## config.mk

```make
export PLATFORM = sky130hd
export DESIGN_NAME = mf6_dequant
export DESIGN_NICKNAME = d
export VERILOG_FILES = /design/src/rtl/mf6_pkg.sv /design/src/rtl/mf6_lane_decode.sv /design/src/rtl/mf6_block_hold.sv /design/src/rtl/mf6_dequant.sv
export SDC_FILE = /design/constraint.sdc
export NUM_CORES = 1
export LEC_CHECK = 0
export ABC_AREA = 1
export BUFFER_PORTS_ARGS = -buffer_cell sky130_fd_sc_hd__buf_2
export CORE_MARGIN = 1
export CORE_UTILIZATION = 45
export DETAILED_ROUTE_END_ITERATION = 10
export GPL_ROUTABILITY_DRIVEN = 0
export MAX_ROUTING_LAYER = met4
export PLACE_DENSITY = 0.65
export SETUP_SLACK_MARGIN = 0.02
export SLEW_MARGIN = 5
export SYNTH_ARGS = -nofsm -noshare
export SYNTH_HDL_FRONTEND = slang
export SYNTH_HIERARCHICAL = 1
export SYNTH_SLANG_ARGS = --single-unit
```

## constraint.sdc

```tcl
create_clock -name clk -period 7.2 [get_ports clk]
set_input_delay 0.72 -clock clk [delete_from_list [all_inputs] [get_ports clk]]
set_output_delay 0.72 -clock clk [all_outputs]
set_load 0.03 [all_outputs]
```

## src/rtl/mf6_pkg.sv

```systemverilog
package mf6_pkg;

  typedef enum logic { FMT_E3M2 = 1'b0, FMT_E2M3 = 1'b1 } mf6_fmt_e;

  typedef struct packed {
    logic [31:0] word;
    logic        flush;
    logic        ovf;
  } mf6_dec_t;

  localparam logic [31:0] MF6_QNAN = 32'h7FC0_0000;

  // Expand one element code to FP32, with the shared exponent folded into the
  // exponent field and subnormal element codes normalized.
  function automatic mf6_dec_t mf6_decode(mf6_fmt_e fmt, logic [7:0] sc,
                                          logic [5:0] code);
    mf6_dec_t    r;
    logic [2:0]  ef;
    logic [2:0]  mf;
    logic [25:0] sh;
    int          mw;
    int          eb;
    int          lead;
    int          bexp;
    mw = (fmt == FMT_E2M3) ? 3 : 2;
    eb = (fmt == FMT_E2M3) ? 1 : 3;
    if (fmt == FMT_E2M3) begin
      ef = {1'b0, code[4:3]};
      mf = code[2:0];
    end else begin
      ef = code[4:2];
      mf = {1'b0, code[1:0]};
    end
    r = '0;
    r.word[31] = code[5];
    if (sc == 8'hFF) begin
      r.word = MF6_QNAN;
    end else if (ef != 3'd0 || mf != 3'd0) begin
      if (ef != 3'd0) begin
        bexp = int'(sc) + int'(ef) - eb;
        sh   = 26'(mf) << (23 - mw);
      end else begin
        lead = mf[2] ? 2 : (mf[1] ? 1 : 0);
        bexp = int'(sc) + lead + 1 - eb - mw;
        sh   = 26'(mf) << (23 - lead);
      end
      if (bexp <= 0) begin
        r.flush = 1'b1;
      end else if (bexp >= 255) begin
        r.word[30:23] = 8'hFF;
        r.ovf = 1'b1;
      end else begin
        r.word[30:23] = 8'(bexp);
        r.word[22:0]  = sh[22:0];
      end
    end
    return r;
  endfunction

endpackage

```

## src/rtl/mf6_lane_decode.sv

```systemverilog
module mf6_lane_decode
  import mf6_pkg::*;
#(
  parameter mf6_fmt_e FMT = FMT_E3M2
) (
  input  logic [7:0]  scale,
  input  logic [5:0]  code,
  output logic [31:0] fp32,
  output logic        flushed,
  output logic        overflowed
);
  mf6_dec_t dec;

  always_comb begin
    dec        = mf6_decode(FMT, scale, code);
    fp32       = dec.word;
    flushed    = dec.flush;
    overflowed = dec.ovf;
  end
endmodule

```

## src/rtl/mf6_block_hold.sv

```systemverilog
module mf6_block_hold #(
  parameter int NUM_ELEM = 32,
  parameter int LANES    = 4,
  localparam int BEATS   = NUM_ELEM / LANES,
  localparam int BW      = (BEATS > 1) ? $clog2(BEATS) : 1,
  localparam int CW      = 6 * NUM_ELEM
) (
  input  logic             clk,
  input  logic             rst_n,
  input  logic             in_valid,
  output logic             in_ready,
  input  logic [7:0]       in_scale,
  input  logic [CW-1:0]    in_codes,
  output logic             out_valid,
  input  logic             out_ready,
  output logic             out_last,
  output logic [7:0]       scale_q,
  output logic [6*LANES-1:0] lane_codes
);
  logic          busy_q;
  logic [BW-1:0] beat_q;
  logic [CW-1:0] codes_q;
  logic          take_in;
  logic          take_out;
  logic          at_last;

  assign at_last   = (beat_q == BW'(BEATS - 1));
  assign out_valid = busy_q;
  assign out_last  = busy_q && at_last;
  assign in_ready  = !busy_q || (out_ready && at_last);
  assign take_in   = in_valid && in_ready;
  assign take_out  = out_valid && out_ready;

  always_ff @(posedge clk) begin
    if (!rst_n) begin
      busy_q  <= 1'b0;
      beat_q  <= '0;
      scale_q <= '0;
      codes_q <= '0;
    end else if (take_in) begin
      busy_q  <= 1'b1;
      beat_q  <= '0;
      scale_q <= in_scale;
      codes_q <= in_codes;
    end else if (take_out) begin
      if (at_last) busy_q <= 1'b0;
      else         beat_q <= beat_q + 1'b1;
    end
  end

  for (genvar k = 0; k < LANES; k++) begin : g_sel
    assign lane_codes[6*k +: 6] = codes_q[6*(int'(beat_q)*LANES + k) +: 6];
  end

  assert_accept_R1: assert property (@(posedge clk) disable iff (!rst_n)
    (in_valid && in_ready) |=> out_valid);
  assert_beat_range_R2: assert property (@(posedge clk) disable iff (!rst_n)
    out_valid |-> (int'(beat_q) < BEATS));
  assert_drain_R2: assert property (@(posedge clk) disable iff (!rst_n)
    (out_valid && out_ready && out_last && !in_valid) |=> !out_valid);
  assert_hold_R3: assert property (@(posedge clk) disable iff (!rst_n)
    (out_valid && !out_ready) |=> (out_valid && $stable(beat_q)));
  assert_chain_R10: assert property (@(posedge clk) disable iff (!rst_n)
    (out_last && out_ready) |-> in_ready);
endmodule

```

## src/rtl/mf6_dequant.sv

```systemverilog
module mf6_dequant
  import mf6_pkg::*;
#(
  parameter mf6_fmt_e FMT      = FMT_E3M2,
  parameter int       NUM_ELEM = 32,
  parameter int       LANES    = 4
) (
  input  logic                  clk,
  input  logic                  rst_n,
  input  logic                  in_valid,
  output logic                  in_ready,
  input  logic [7:0]            in_scale,
  input  logic [6*NUM_ELEM-1:0] in_codes,
  output logic                  out_valid,
  input  logic                  out_ready,
  output logic [32*LANES-1:0]   out_data,
  output logic                  out_last
);
  logic [7:0]         scale_q;
  logic [6*LANES-1:0] lane_codes;
  logic [LANES-1:0]   lane_flush;
  logic [LANES-1:0]   lane_ovf;

  mf6_block_hold #(.NUM_ELEM(NUM_ELEM), .LANES(LANES)) u_hold (
    .clk       (clk),
    .rst_n     (rst_n),
    .in_valid  (in_valid),
    .in_ready  (in_ready),
    .in_scale  (in_scale),
    .in_codes  (in_codes),
    .out_valid (out_valid),
    .out_ready (out_ready),
    .out_last  (out_last),
    .scale_q   (scale_q),
    .lane_codes(lane_codes)
  );

  for (genvar k = 0; k < LANES; k++) begin : g_lane
    mf6_lane_decode #(.FMT(FMT)) u_dec (
      .scale     (scale_q),
      .code      (lane_codes[6*k +: 6]),
      .fp32      (out_data[32*k +: 32]),
      .flushed   (lane_flush[k]),
      .overflowed(lane_ovf[k])
    );

    assert_no_denorm_R8: assert property (@(posedge clk) disable iff (!rst_n)
      out_valid |-> !((out_data[32*k+23 +: 8] == 8'h00) && (out_data[32*k +: 23] != 23'd0)));
    assert_flush_sign_R8: assert property (@(posedge clk) disable iff (!rst_n)
      (out_valid && lane_flush[k]) |->
        (out_data[32*k +: 31] == 31'd0 && out_data[32*k+31] == lane_codes[6*k+5]));
    assert_inf_R9: assert property (@(posedge clk) disable iff (!rst_n)
      (out_valid && lane_ovf[k]) |-> (out_data[32*k +: 31] == 31'h7F80_0000));
    assert_nan_block_R7: assert property (@(posedge clk) disable iff (!rst_n)
      (out_valid && scale_q == 8'hFF) |-> (out_data[32*k +: 32] == MF6_QNAN));
  end

  assert_stall_data_R3: assert property (@(posedge clk) disable iff (!rst_n)
    (out_valid && !out_ready) |=> $stable(out_data));
endmodule

```

Yosys cells after proc, flatten, opt, wreduce, memory -nomap -nowiden
Index checks and enable logic that the tools add are counted.

cells by class
  add/subtract/negate cells = 32
  multiply operators = 4
  order comparisons = 8
  equality and inequality tests = 2
  shifts and indexed selects = 8
  muxes and demuxes = 59
  bitwise logic cells = 2
  reduce and logical (&&, ||, !) cells = 23

operators with widths
  kind                                                                                  count
  192-bit by 32-bit indexed part select with 6-bit output                               4
  32-bit two-way mux                                                                    12
  32-bit by 3-bit subtractor with 32-bit output, second input constant                  12
  31-bit two-way mux                                                                    8
  23-bit two-way mux                                                                    8
  33-bit two-way mux                                                                    4
  32-bit by 2-bit adder with 32-bit output, second input constant                       4
  9-bit by 32-bit adder with 32-bit output                                              4
  32-bit by 9-bit greater-or-equal comparator with 1-bit output, second input constant  4
  32-bit by 1-bit <= comparator with 1-bit output, second input constant                4
  2-bit by 32-bit left shift with 23-bit output                                         4
  6-bit by 32-bit subtractor with 32-bit output, first input constant                   4
  3-bit by 32-bit multiplier with 31-bit output, first input constant                   3
  8-bit by 3-bit adder with 9-bit output                                                4
  8-bit two-way mux                                                                     4
  3-bit nonzero test                                                                    8
  1-bit two-way mux                                                                     23
  5-bit by 2-bit adder with 6-bit output, second input constant                         2
  8-bit == test, second input constant                                                  1
  5-bit by 1-bit adder with 6-bit output, second input constant                         1
  1-bit logical OR                                                                      5
  2-bit by 3-bit multiplier with 5-bit output, first input constant                     1
  1-bit logical AND                                                                     4
  2-bit AND reduction                                                                   2
  6 further kinds                                                                       8

storage, ports and cells
  register bits = 204
  input bits = 204
  output and inout bits = 131
  word-level logic and storage cells = 142

Depth between registers and ports, before layout
Gate-level depths: netlist (run 1).

  depth after elaboration = 16
  mapped depth = 31
  mapped depth without buffers = 28

Hierarchy
Netlist (run 1), hierarchy kept.

by module, submodules not included
  module                                  times used  cells an instance  area each (um2)  sequential area each (um2)
  mf6_block_hold                          1           1536               10226.1          4083.9
  mf6_lane_decode at g_lane[0].u_dec ...  2           289                1541.5           0.0
  mf6_lane_decode at g_lane[2].u_dec ...  2           300                1508.9           0.0

Least setup slack after synthesis (run 1)
Ideal clock, no wire load.

  kind = register to output
  start point = reg u_hold.beat_q[1]
  end point = out out_data[21]
  arrival = 3.741 ns
  data required time = 6.480 ns
  slack = 2.739 ns
  cell stages (with the launch flop) = 24
  buffers on the path = 3
  cell sequence = dfxtp_1 > clkbuf_1 > inv_1 > buf_4 > buf_2 > nand3_1 > nand2_1 > nand2_1 > nand2_1 > ha_1 > fa_1 > ha_1 > nor2_1 > nand3_1 > nor2_1 > nand3_1 > nor2_1 > ha_1 > inv_1 > nor2_1 > nand3_1 > a21oi_2 > nand2_2 > nor3_1

between the ends
  elaborated cells between the ends (all ways) = 24
  those cells by class = add/sub: 7; mul: 1; order compare: 2; shift: 2; mux: 9; reduce/logical: 3

RTL lines
  element                                                        line                  RTL
  start, declared                                                mf6_block_hold.sv:21  logic [BW-1:0] beat_q;
  start signal, assigned                                         mf6_block_hold.sv:47  else beat_q <= beat_q + 1'b1;
  2-bit by 3-bit multiplier with 5-bit output (*)                mf6_block_hold.sv:52  assign lane_codes[6*k +: 6] = codes_q[6*(int'(beat_q)*LANES + k) +: 6];
  192-bit by 32-bit indexed part select with 6-bit output (*)    mf6_block_hold.sv:52
  named net lane_codes[2]                                        mf6_dequant.sv:20     logic [6*LANES-1:0] lane_codes;
  8-bit by 3-bit adder with 9-bit output                         mf6_pkg.sv:40         bexp = int'(sc) + int'(ef) - eb;
  32-bit by 3-bit subtractor with 32-bit output                  mf6_pkg.sv:40
  32-bit two-way mux                                             mf6_pkg.sv:39         if (ef != 3'd0) begin
  32-bit two-way mux                                             mf6_pkg.sv:38         end else if (ef != 3'd0 || mf != 3'd0) begin
  32-bit two-way mux                                             mf6_pkg.sv:36         if (sc == 8'hFF) begin
  32-bit by 9-bit greater-or-equal comparator with 1-bit output  mf6_pkg.sv:49         end else if (bexp >= 255) begin
  23-bit two-way mux                                             mf6_pkg.sv:49
  31-bit two-way mux                                             mf6_pkg.sv:47         if (bexp <= 0) begin
  33-bit two-way mux (*)                                         mf6_pkg.sv:38
  31-bit two-way mux (*)                                         mf6_pkg.sv:36
  end, declared                                                  mf6_dequant.sv:16     output logic [32*LANES-1:0] out_data,

Mark *: on every way through the listed nets, which the timed path passes. The rest lies on a longest branch. The select of a mux whose other input is x is not followed.

Final worst setup path (run 1)
  start point = reg u_hold.beat_q[0]
  end point = out out_data[91]

between the ends
  elaborated cells between the ends (all ways) = 22
  those cells by class = add/sub: 7; mul: 1; order compare: 2; shift: 1; mux: 8; reduce/logical: 3

RTL lines
  element                                                        line
  5-bit by 2-bit adder with 6-bit output (*)                     mf6_block_hold.sv:52
  3-bit by 32-bit multiplier with 31-bit output (*)              mf6_block_hold.sv:52
  192-bit by 32-bit indexed part select with 6-bit output (*)    mf6_block_hold.sv:52
  named net lane_codes[14]                                       mf6_dequant.sv:20
  8-bit by 3-bit adder with 9-bit output                         mf6_pkg.sv:40
  32-bit by 3-bit subtractor with 32-bit output                  mf6_pkg.sv:40
  32-bit two-way mux                                             mf6_pkg.sv:39
  32-bit two-way mux                                             mf6_pkg.sv:38
  32-bit two-way mux                                             mf6_pkg.sv:36
  32-bit by 9-bit greater-or-equal comparator with 1-bit output  mf6_pkg.sv:49
  8-bit two-way mux                                              mf6_pkg.sv:49
  31-bit two-way mux                                             mf6_pkg.sv:47
  33-bit two-way mux (*)                                         mf6_pkg.sv:38
  31-bit two-way mux (*)                                         mf6_pkg.sv:36

Marks and branches as above.

==> impl_metrics.ini, run 1 <==
[layout]
nets = 3109
drive_gt1_frac = 0.154
multi_input_area_um2 = 9760
fin_cells = 3342
final_core_util = 0.504
num_antenna_cells = 0
syn2layout_area_growth_pct = 10.3
fillers = 3778
regArea_um2 = 4090

[timing]
whs_ps = 433
setup_violations = 0
finClkSkew_ps = 14.2
worst_pin_slew_ps = 1080
fin_ws_ps = 1380
min_period_ps = 5820
setup_tns_ps = 0
period_share = 0.808
fmax_mhz = 172
slew_violations = 0
rsz0062_at_grt = false
hold_viol = 0
relSlewSlack = 0.280

[pwr]
swShare = 0.420
p_switching_uw = 1780
power.leakage_uw = 0.00954
p_clk_frac = 0.278
power_density_nw_per_um2 = 237
internal_power_uw = 2470
power_frac_comb = 0.421
max-vdd-ir-drop_v = 0.000244
seqPwrFrac = 0.301

[floorplanning]
rows = 69
core_region_area_um2 = 35600
die_h_um = 192
io_pins = 335
die_area_um2 = 36900
start_util = 0.457
die_w_um = 192

[hold_path]
whs_endpoint = u_hold/codes_q[144]$_SDFFE_PN0P_
holdCritStartpoint = in_codes[144]
hold_depth = 3
hp-class = input pin to flop

[run_status]
status = finished clean

[placed_design]
hpwl_um = 36000
port_buffers = 250
place_ws_ps = 2010
dp.cells = 3303

[setup_path]
worstSetupStartpointType = flop
rrSetupSlack_ps = 3160
cp_max_fo = 98
crit_top_cell = nand2_1
crit_required_ps = 6480
reg2reg_from = u_hold/beat_q[0]$_SDFFE_PP0P_
crit_slowest_cell = buf_4
rr_worst_depth = 10
rr_endpoint = u_hold/codes_q[16]$_SDFFE_PN0P_
setup.worst_path.end_class = output port
crit_path_max_incr_delay_ps = 820
worstSetupPathType = flop to output port
worstPathArrival_ps = 5100

[detailed_routing]
drt_iter0_drc = 1156
wl_per_cell_um = 14.3
final_antenna_net_count = 0
num_vias = 16500
drt_pass1_iterations = 6
wl_um = 47700
drt_drc_violations_left = 0
post_drt_via_cell_ratio = 4.93

[clocking]
tritoncts = done
cts_buffer_depth = 3
clock_latency_ps = 530
cts_max_level = 1
ctsHoldBuffers = 0
cts_made_buffers = 23
post-cts-setup-buffers = 0
root_buffer = clkbuf_16
clk_pin_slew_ps = 60
cts-resized-gates = 0
cts.sinks = 204

[global_routing]
grt_util_all_layers = 0.263
grt_pass1_wl_um = 75700
grt_start_max_net_pins = 137
antenna_found_initial = 0
grt-ovfl-total = 0
first_global_vias = 14900

[yosys]
ys_warn_count = 6
syn_avg_cell_area_um2 = 6.02
syn_inst = 2698
syn_area_um2 = 16200

[flow_run]
maxCapViolCount = 0
[power groups by stage]
| stage | Sequential [uW] | Combinational, uW | Clock [uW] |
|---|---|---|---|
| 2_1_floorplan | 1300 | 1420 | 0 |
| 3_3_place_gp | 1300 | 1750 | 0 |
| 3_5_place_dp | 1300 | 1780 | 0 |
| 4_1_cts | 1280 | 1790 | 1200 |
| 5_1_grt | 1290 | 2010 | 1250 |
| 6_report | 1280 | 1790 | 1180 |
[metrics by stage]
stage	cell area (um^2)	power, uW
finish	17900	4250
global route	17900	4550
CTS	17900	4270
detailed placement	17200	3080
global placement	17200	3050
floorplan	16500	2720
[critical path: cells and delay by family, from the launching register on]
| family | cells | cell delay [ps] |
|---|---|---|
| flip-flops | 1 | 340 |
| AND/OR/NAND/NOR | 21 | 1940 |
| adder cells (fa/ha/maj) | 3 | 870 |
| buffers and inverters | 3 | 1070 |
| AO/OA/AOI/OAI | 1 | 290 |
[registers in the layout, indices dropped and copies added, names as in the netlist]
register          count
u_hold/out_valid      1
u_hold/beat_q         3
u_hold/scale_q        8
u_hold/codes_q      192
[worst max path at each step]
stage	startpoint	to	cells past startpoint
floorplan	u_hold/beat_q[1]$_SDFFE_PP0P_	out_data[21]	23
global placement	u_hold/beat_q[0]$_SDFFE_PP0P_	out_data[93]	27
detailed placement	u_hold/beat_q[0]$_SDFFE_PP0P_	out_data[124]	28
CTS	u_hold/beat_q[0]$_SDFFE_PP0P_	out_data[124]	28
global route	u_hold/beat_q[0]$_SDFFE_PP0P_	out_data[121]	28
finish	u_hold/beat_q[0]$_SDFFE_PP0P_	out_data[91]	28
[cells in the final DEF (no fill, tap or decap), types with 10 or more instances in the layout]
cell / n
nand3_2: 16
nand2_4: 10
nand3_1: 281
clkbuf_16: 23
nand2_1: 729
inv_1: 325
buf_4: 19
conb_1: 84
ha_1: 34
nand2_2: 35
o21bai_1: 200
inv_2: 16
o21ai_0: 22
buf_2: 250
nand4_1: 24
nor2_1: 491
dfxtp_1: 201
nor2_2: 28
[metal layers]
layer / share of wire / up-vias / track usage / routed length [um]
li1: - / 8508 / - / -
met5: 0 / - / - / 0
met1: 0.47 / 7402 / 0.350 / 22500
met4: 0.033 / 0 / 0.0842 / 1570
met2: 0.45 / 470 / 0.419 / 21500
met3: 0.045 / 88 / 0.0234 / 2160
[cell type report]
cell class                      count  share of cell area
Timing Repair Buffer              269              0.0778
Inverter                          352              0.0745
Clock buffer                       33              0.0381
Sequential cell                   204               0.228
Clock inverter                      6             0.00419
Multi-Input combinational cell   2017               0.545
Tap cell                          461              0.0322
No activity file was read; power rests on OpenSTA's default activity.
==> run 2: changes to the inputs <==
--- a/config.mk
+++ b/config.mk
@@ -5,7 +5,7 @@
 export SDC_FILE = /design/constraint.sdc
 export NUM_CORES = 1
 export LEC_CHECK = 0
-export ABC_AREA = 1
+export ABC_AREA = 0
 export BUFFER_PORTS_ARGS = -buffer_cell sky130_fd_sc_hd__buf_2
 export CORE_MARGIN = 1
 export CORE_UTILIZATION = 45
==> constraint.sdc (replaced) <==
create_clock -name clk -period 5.5 [get_ports clk]
set_input_delay 0.55 -clock clk [delete_from_list [all_inputs] [get_ports clk]]
set_output_delay 0.55 -clock clk [all_outputs]
set_load 0.03 [all_outputs]
==> run 2 against run 1 <==
  * The flow now finishes with violations (negative setup slack)
  * Via count decreased by 11%
  * Final cell count is 23% lower
  * First-iteration DRC count decreased by 11%
  * Hold slack got worse by 210 ps
  * Combinational power is 15% higher
  * Flip-flop and latch count stayed put
  * Clock-buffer cell count up 2
  * Global-route usage hardly changed
  * Critical path type unchanged
==> impl_metrics.ini, run 2 <==
[clocking]
cts_buffer_depth = 3
tritoncts = done
clk_pin_slew_ps = 60
root_buffer = clkbuf_16
cts.sinks = 204
cts_made_buffers = 26
ctsHoldBuffers = 0
clock_latency_ps = 560
cts_max_level = 1

[floorplanning]
core_region_area_um2 = 33800
die_h_um = 188
die_area_um2 = 35400
io_pins = 335
start_util = 0.462
die_w_um = 188
rows = 67

[detailed_routing]
post_drt_via_cell_ratio = 5.68
drt_drc_violations_left = 0
wl_um = 48700
drt_pass1_iterations = 7
wl_per_cell_um = 18.9
num_vias = 14600
drt_iter0_drc = 1026
final_antenna_net_count = 0

[layout]
layout_commonest_cell = nand2_1
syn2layout_area_growth_pct = 25.3
final_core_util = 0.578
largest_register = u_hold/codes_q
largest_reg_flops = 192
mostFrequentLayoutCells = 463 x nand2_1, 219 x buf_2, 210 x mux2i_1
fillers = 2962
drive_gt1_frac = 0.319
multi_input_area_um2 = 11300
fin_cells = 2577
regArea_um2 = 4090
nets = 2341
reg_top3 = u_hold/codes_q: 192 flops, u_hold/scale_q: 8 flops, u_hold/beat_q: 3 flops

[timing]
fin_ws_ps = -58.9
period_share = 1.01
setup_tns_ps = -188
min_period_ps = 5560
finClkSkew_ps = 24.3
hold_viol = 0
fmax_mhz = 180
rsz0062_at_grt = true
worst_pin_slew_ps = 1080
slew_violations = 0
setup_violations = 5
whs_ps = 224
relSlewSlack = 0.279

[yosys]
ys_warn_count = 6
syn_inst = 1832
syn_avg_cell_area_um2 = 8.51
syn_area_um2 = 15600

[placed_design]
dp.cells = 2433
hpwl_um = 33200
port_buffers = 250

[run_status]
status = complete, but fails checks
violations = negative setup slack

[setup_path]
setup.worst_path.end_class = output port
crit_required_ps = 4950
setup.worst_path.start = u_hold/beat_q[0]$_SDFFE_PP0P_
crit_path_max_incr_delay_ps = 540
worstSetupPathType = flop to output port
crit_chain = buf_12 > buf_4 > mux4_2 > mux2_4 > ha_4 > inv_2 > ha_4 > or3b_4 > o21a_1 > or3_1 > mux2i_2 > nor2_2 > or4_4 > a21o_4 > a31oi_1 > buf_4
reg2reg_from = u_hold/beat_q[0]$_SDFFE_PP0P_
worstSetupStartpointType = flop
cp_max_fo = 7
crit_slowest_cell = or4_4
worstPathArrival_ps = 5010

[pwr]
power.leakage_uw = 0.00819
max-vdd-ir-drop_v = 0.000249
power_uw = 5420
power_density_nw_per_um2 = 277

[global_routing]
grt_start_max_net_pins = 171
grt_pass1_wl_um = 72800
antenna_found_initial = 11
first_global_vias = 13600
grt_util_all_layers = 0.263
grt-ovfl-total = 0

[flow_run]
maxCapViolCount = 0

[hold_path]
hp-class = input pin to flop
holdCritStartpoint = in_valid
## run 2: repair_timing
action | CTS | global route
resized for setup | 112 | 137
buffers inserted | 37 | 49
gates cloned | 2 | 0
endpoints found under the setup margin | 36 | 38
pin swaps | 31 | 55
## run 2: cell type report
class,count,share of cell area
clock buffer,35,0.0381
timing repair buffer,381,0.132
antenna,11,0.00141
inverter,27,0.00519
multi-input combinational,1459,0.579
sequential,204,0.209
tap,448,0.0287
clock inverter,12,0.00691
## run 2: through the flow
| stage | setup WS, ps | instance area (um^2) |
|---|---|---|
| floorplan | 295 | 15900 |
| detailed placement | 248 | 16800 |
| global route | -188 | 19500 |
| CTS | 19.6 | 18500 |
| global placement | 370 | 16800 |
| finish | -58.9 | 19500 |
## run 2: worst paths after layout
| kind | end | slack, ps | depth (start not counted) |
|---|---|---|---|
| setup / recovery | out_data[89] | -60 | 16 |
| hold / removal | u_hold/out_valid$_SDFFE_PN0P_ | 220 | 2 |
| setup reg to reg | u_hold/codes_q[22]$_SDFFE_PN0P_ | 2460 | 9 |
| hold reg to reg | u_hold/codes_q[164]$_SDFFE_PN0P_ | 450 | 2 |
## run 2: critical path: cells and delay by family, from the launching register on
family / cells / cell delay (ps)
compound gates: 3 / 660
mux: 3 / 1060
fa+ha+maj: 2 / 350
buf+inv: 4 / 520
flops: 1 / 430
simple gates: 4 / 1410
## run 2: power breakdown
group	switching, uW	total (uW)	internal (uW)
Clock	713	1720	1010
Sequential	77.7	1650	1570
Combinational	1200	2050	849
Total	1990	5420	3430
## run 2: routing by layer
layer,global-route usage,vias to the layer above,part of all wire
met5,-,-,0
met4,0.114,0,0.048
met3,0.0421,141,0.067
met2,0.431,644,0.48
met1,0.318,6942,0.41
li1,-,6901,-
==> run 3: changes to the inputs <==
--- a/config.mk
+++ b/config.mk
@@ -12,7 +12,7 @@
 export DETAILED_ROUTE_END_ITERATION = 10
 export GPL_ROUTABILITY_DRIVEN = 0
 export MAX_ROUTING_LAYER = met4
-export PLACE_DENSITY = 0.65
+export PLACE_DENSITY = 0.67
 export SETUP_SLACK_MARGIN = 0.02
 export SLEW_MARGIN = 5
 export SYNTH_ARGS = -nofsm -noshare
==> run 3 against run 2 <==
  * Highest routed layer unchanged
  * The flow still finishes with violations (negative setup slack)
  * Critical endpoint unchanged
  * Wire length is 2.8% lower
  * Worst setup slack worse by 9.0 ps
  * Combinational power is 3% lower
  * Global-route usage is 0.28 points lower
  * Die area stayed put
  * Register-to-register slack worse by 90 ps
  * Via count is 2.0% lower
==> impl_metrics.ini, run 3 (same netlist as run 2, synthesis figures left out) <==
[run_status]
status = complete, but fails checks
violations = negative setup slack

[layout]
syn2layout_area_growth_pct = 23.1
largest_reg_flops = 192
regArea_um2 = 4090
fin_cells = 2556
multi_input_area_um2 = 11200
drive_gt1_frac = 0.307
mostFrequentLayoutCells = 464 x nand2_1, 219 x buf_2, 212 x mux2i_1
fillers = 3003
layout_commonest_cell = nand2_1
nets = 2326
largest_register = u_hold/codes_q
reg_top3 = u_hold/codes_q: 192 flops, u_hold/scale_q: 8 flops, u_hold/beat_q: 3 flops

[timing]
slew_violations = 0
min_period_ps = 5570
relSlewSlack = 0.216
fin_ws_ps = -68.0
worst_pin_slew_ps = 1180
rsz0062_at_grt = true
setup_violations = 10
period_share = 1.01
fmax_mhz = 180
hold_viol = 0
finClkSkew_ps = 9.01

[setup_path]
cp_max_fo = 9
crit_path_max_incr_delay_ps = 560
crit_slowest_cell = or4_4
worstSetupPathType = flop to output port
worstPathArrival_ps = 5020
crit_required_ps = 4950
setup.worst_path.end_class = output port
worstSetupStartpointType = flop
crit_chain = buf_4 > buf_12 > mux4_2 > mux2_4 > ha_4 > fa_2 > buf_12 > xor2_4 > a21o_1 > a32oi_2 > mux2i_1 > nand2_1 > or4_4 > a21o_1 > a31oi_1 > buf_4

[clocking]
clk_pin_slew_ps = 60
root_buffer = clkbuf_16
clock_latency_ps = 550
cts.sinks = 204
cts_max_level = 1
cts_made_buffers = 25
cts_buffer_depth = 3
tritoncts = done

[detailed_routing]
num_vias = 14300
post_drt_via_cell_ratio = 5.61
drt_pass1_iterations = 8
drt_iter0_drc = 1448
final_antenna_net_count = 0
drt_drc_violations_left = 0
wl_um = 47400
wl_per_cell_um = 18.5

[pwr]
p_clk_frac = 0.315
seqPwrFrac = 0.310
max-vdd-ir-drop_v = 0.000289
swShare = 0.362
power_frac_comb = 0.375
p_switching_uw = 1920
internal_power_uw = 3390
power.leakage_uw = 0.00804
power_density_nw_per_um2 = 277

[floorplanning]
die_h_um = 188
die_area_um2 = 35400
rows = 67
core_region_area_um2 = 33800
start_util = 0.462
die_w_um = 188
io_pins = 335

[placed_design]
dp.cells = 2439
port_buffers = 250
hpwl_um = 33300
place_ws_ps = 116

[global_routing]
grt_start_max_net_pins = 180
grt_util_all_layers = 0.260
first_global_vias = 13600
grt_pass1_wl_um = 72200
antenna_found_initial = 7
grt-ovfl-total = 0

[flow_run]
maxCapViolCount = 0

[hold_path]
hp-class = input pin to flop
run 3: critical path: cells and delay by family (launching register included):
kind            cells  cell delay [ps]
buf+inv             4              640
simple gates        2              670
xor+xnor            1              210
compound gates      4              840
flops               1              390
fa+ha+maj           2              560
mux                 3             1130
run 3: repair_timing:
action,in CTS,in global routing
gates cloned,0,0
pin swaps,42,52
hold buffers,0,0
gates resized for setup,126,115
setup endpoints to repair,38,38
setup buffers,47,20
run 3: layout make-up:
| cell class | count | share of cell area |
|---|---|---|
| antenna | 8 | 0.00104 |
| sequential | 204 | 0.213 |
| clock inverter | 9 | 0.00639 |
| multi-input combinational | 1459 | 0.581 |
| inverter | 27 | 0.00528 |
| timing repair buffer | 367 | 0.127 |
| clock buffer | 34 | 0.0369 |
| tap | 448 | 0.0292 |
run 3: routing by layer:
layer	global-route usage	part of all wire
met5	-	0
met3	0.0438	0.064
met4	0.0719	0.033
met2	0.444	0.49
met1	0.314	0.41
run 3: metrics by stage:
stage	utilization	instance area [um^2]	hold slack [ps]	power (uW)	setup TNS [ps]
floorplan	-	15900	432	2950	0
global placement	0.497	16800	439	3290	0
detailed placement	0.497	16800	445	3310	0
CTS	0.549	18600	203	5170	-9.20
global route	0.568	19200	228	5550	-4590
finish	0.568	19200	226	5320	-307
run 3: path summary, 6_finish.rpt:
| check | start | end | slack (ps) | cells after the start |
|---|---|---|---|---|
| hold reg to reg | u_hold/codes_q[174]$_SDFFE_PN0P_ | u_hold/codes_q[174]$_SDFFE_PN0P_ | 450 | 2 |
| hold / removal | in_valid | u_hold/out_valid$_SDFFE_PN0P_ | 230 | 2 |
| setup / recovery | u_hold/beat_q[0]$_SDFFE_PP0P_ | out_data[89] | -70 | 16 |
| setup reg to reg | u_hold/beat_q[2]$_SDFFE_PP0P_ | u_hold/codes_q[130]$_SDFFE_PN0P_ | 2370 | 6 |
run 3: power by group through the flow:
stage	combinational, uW	clock (uW)	sequential (uW)
final	1990	1680	1650
after global routing	2120	1770	1660
after CTS	1820	1710	1640
after floorplan	1300	0	1650
after detailed placement	1640	0	1670
after global placement	1620	0	1670
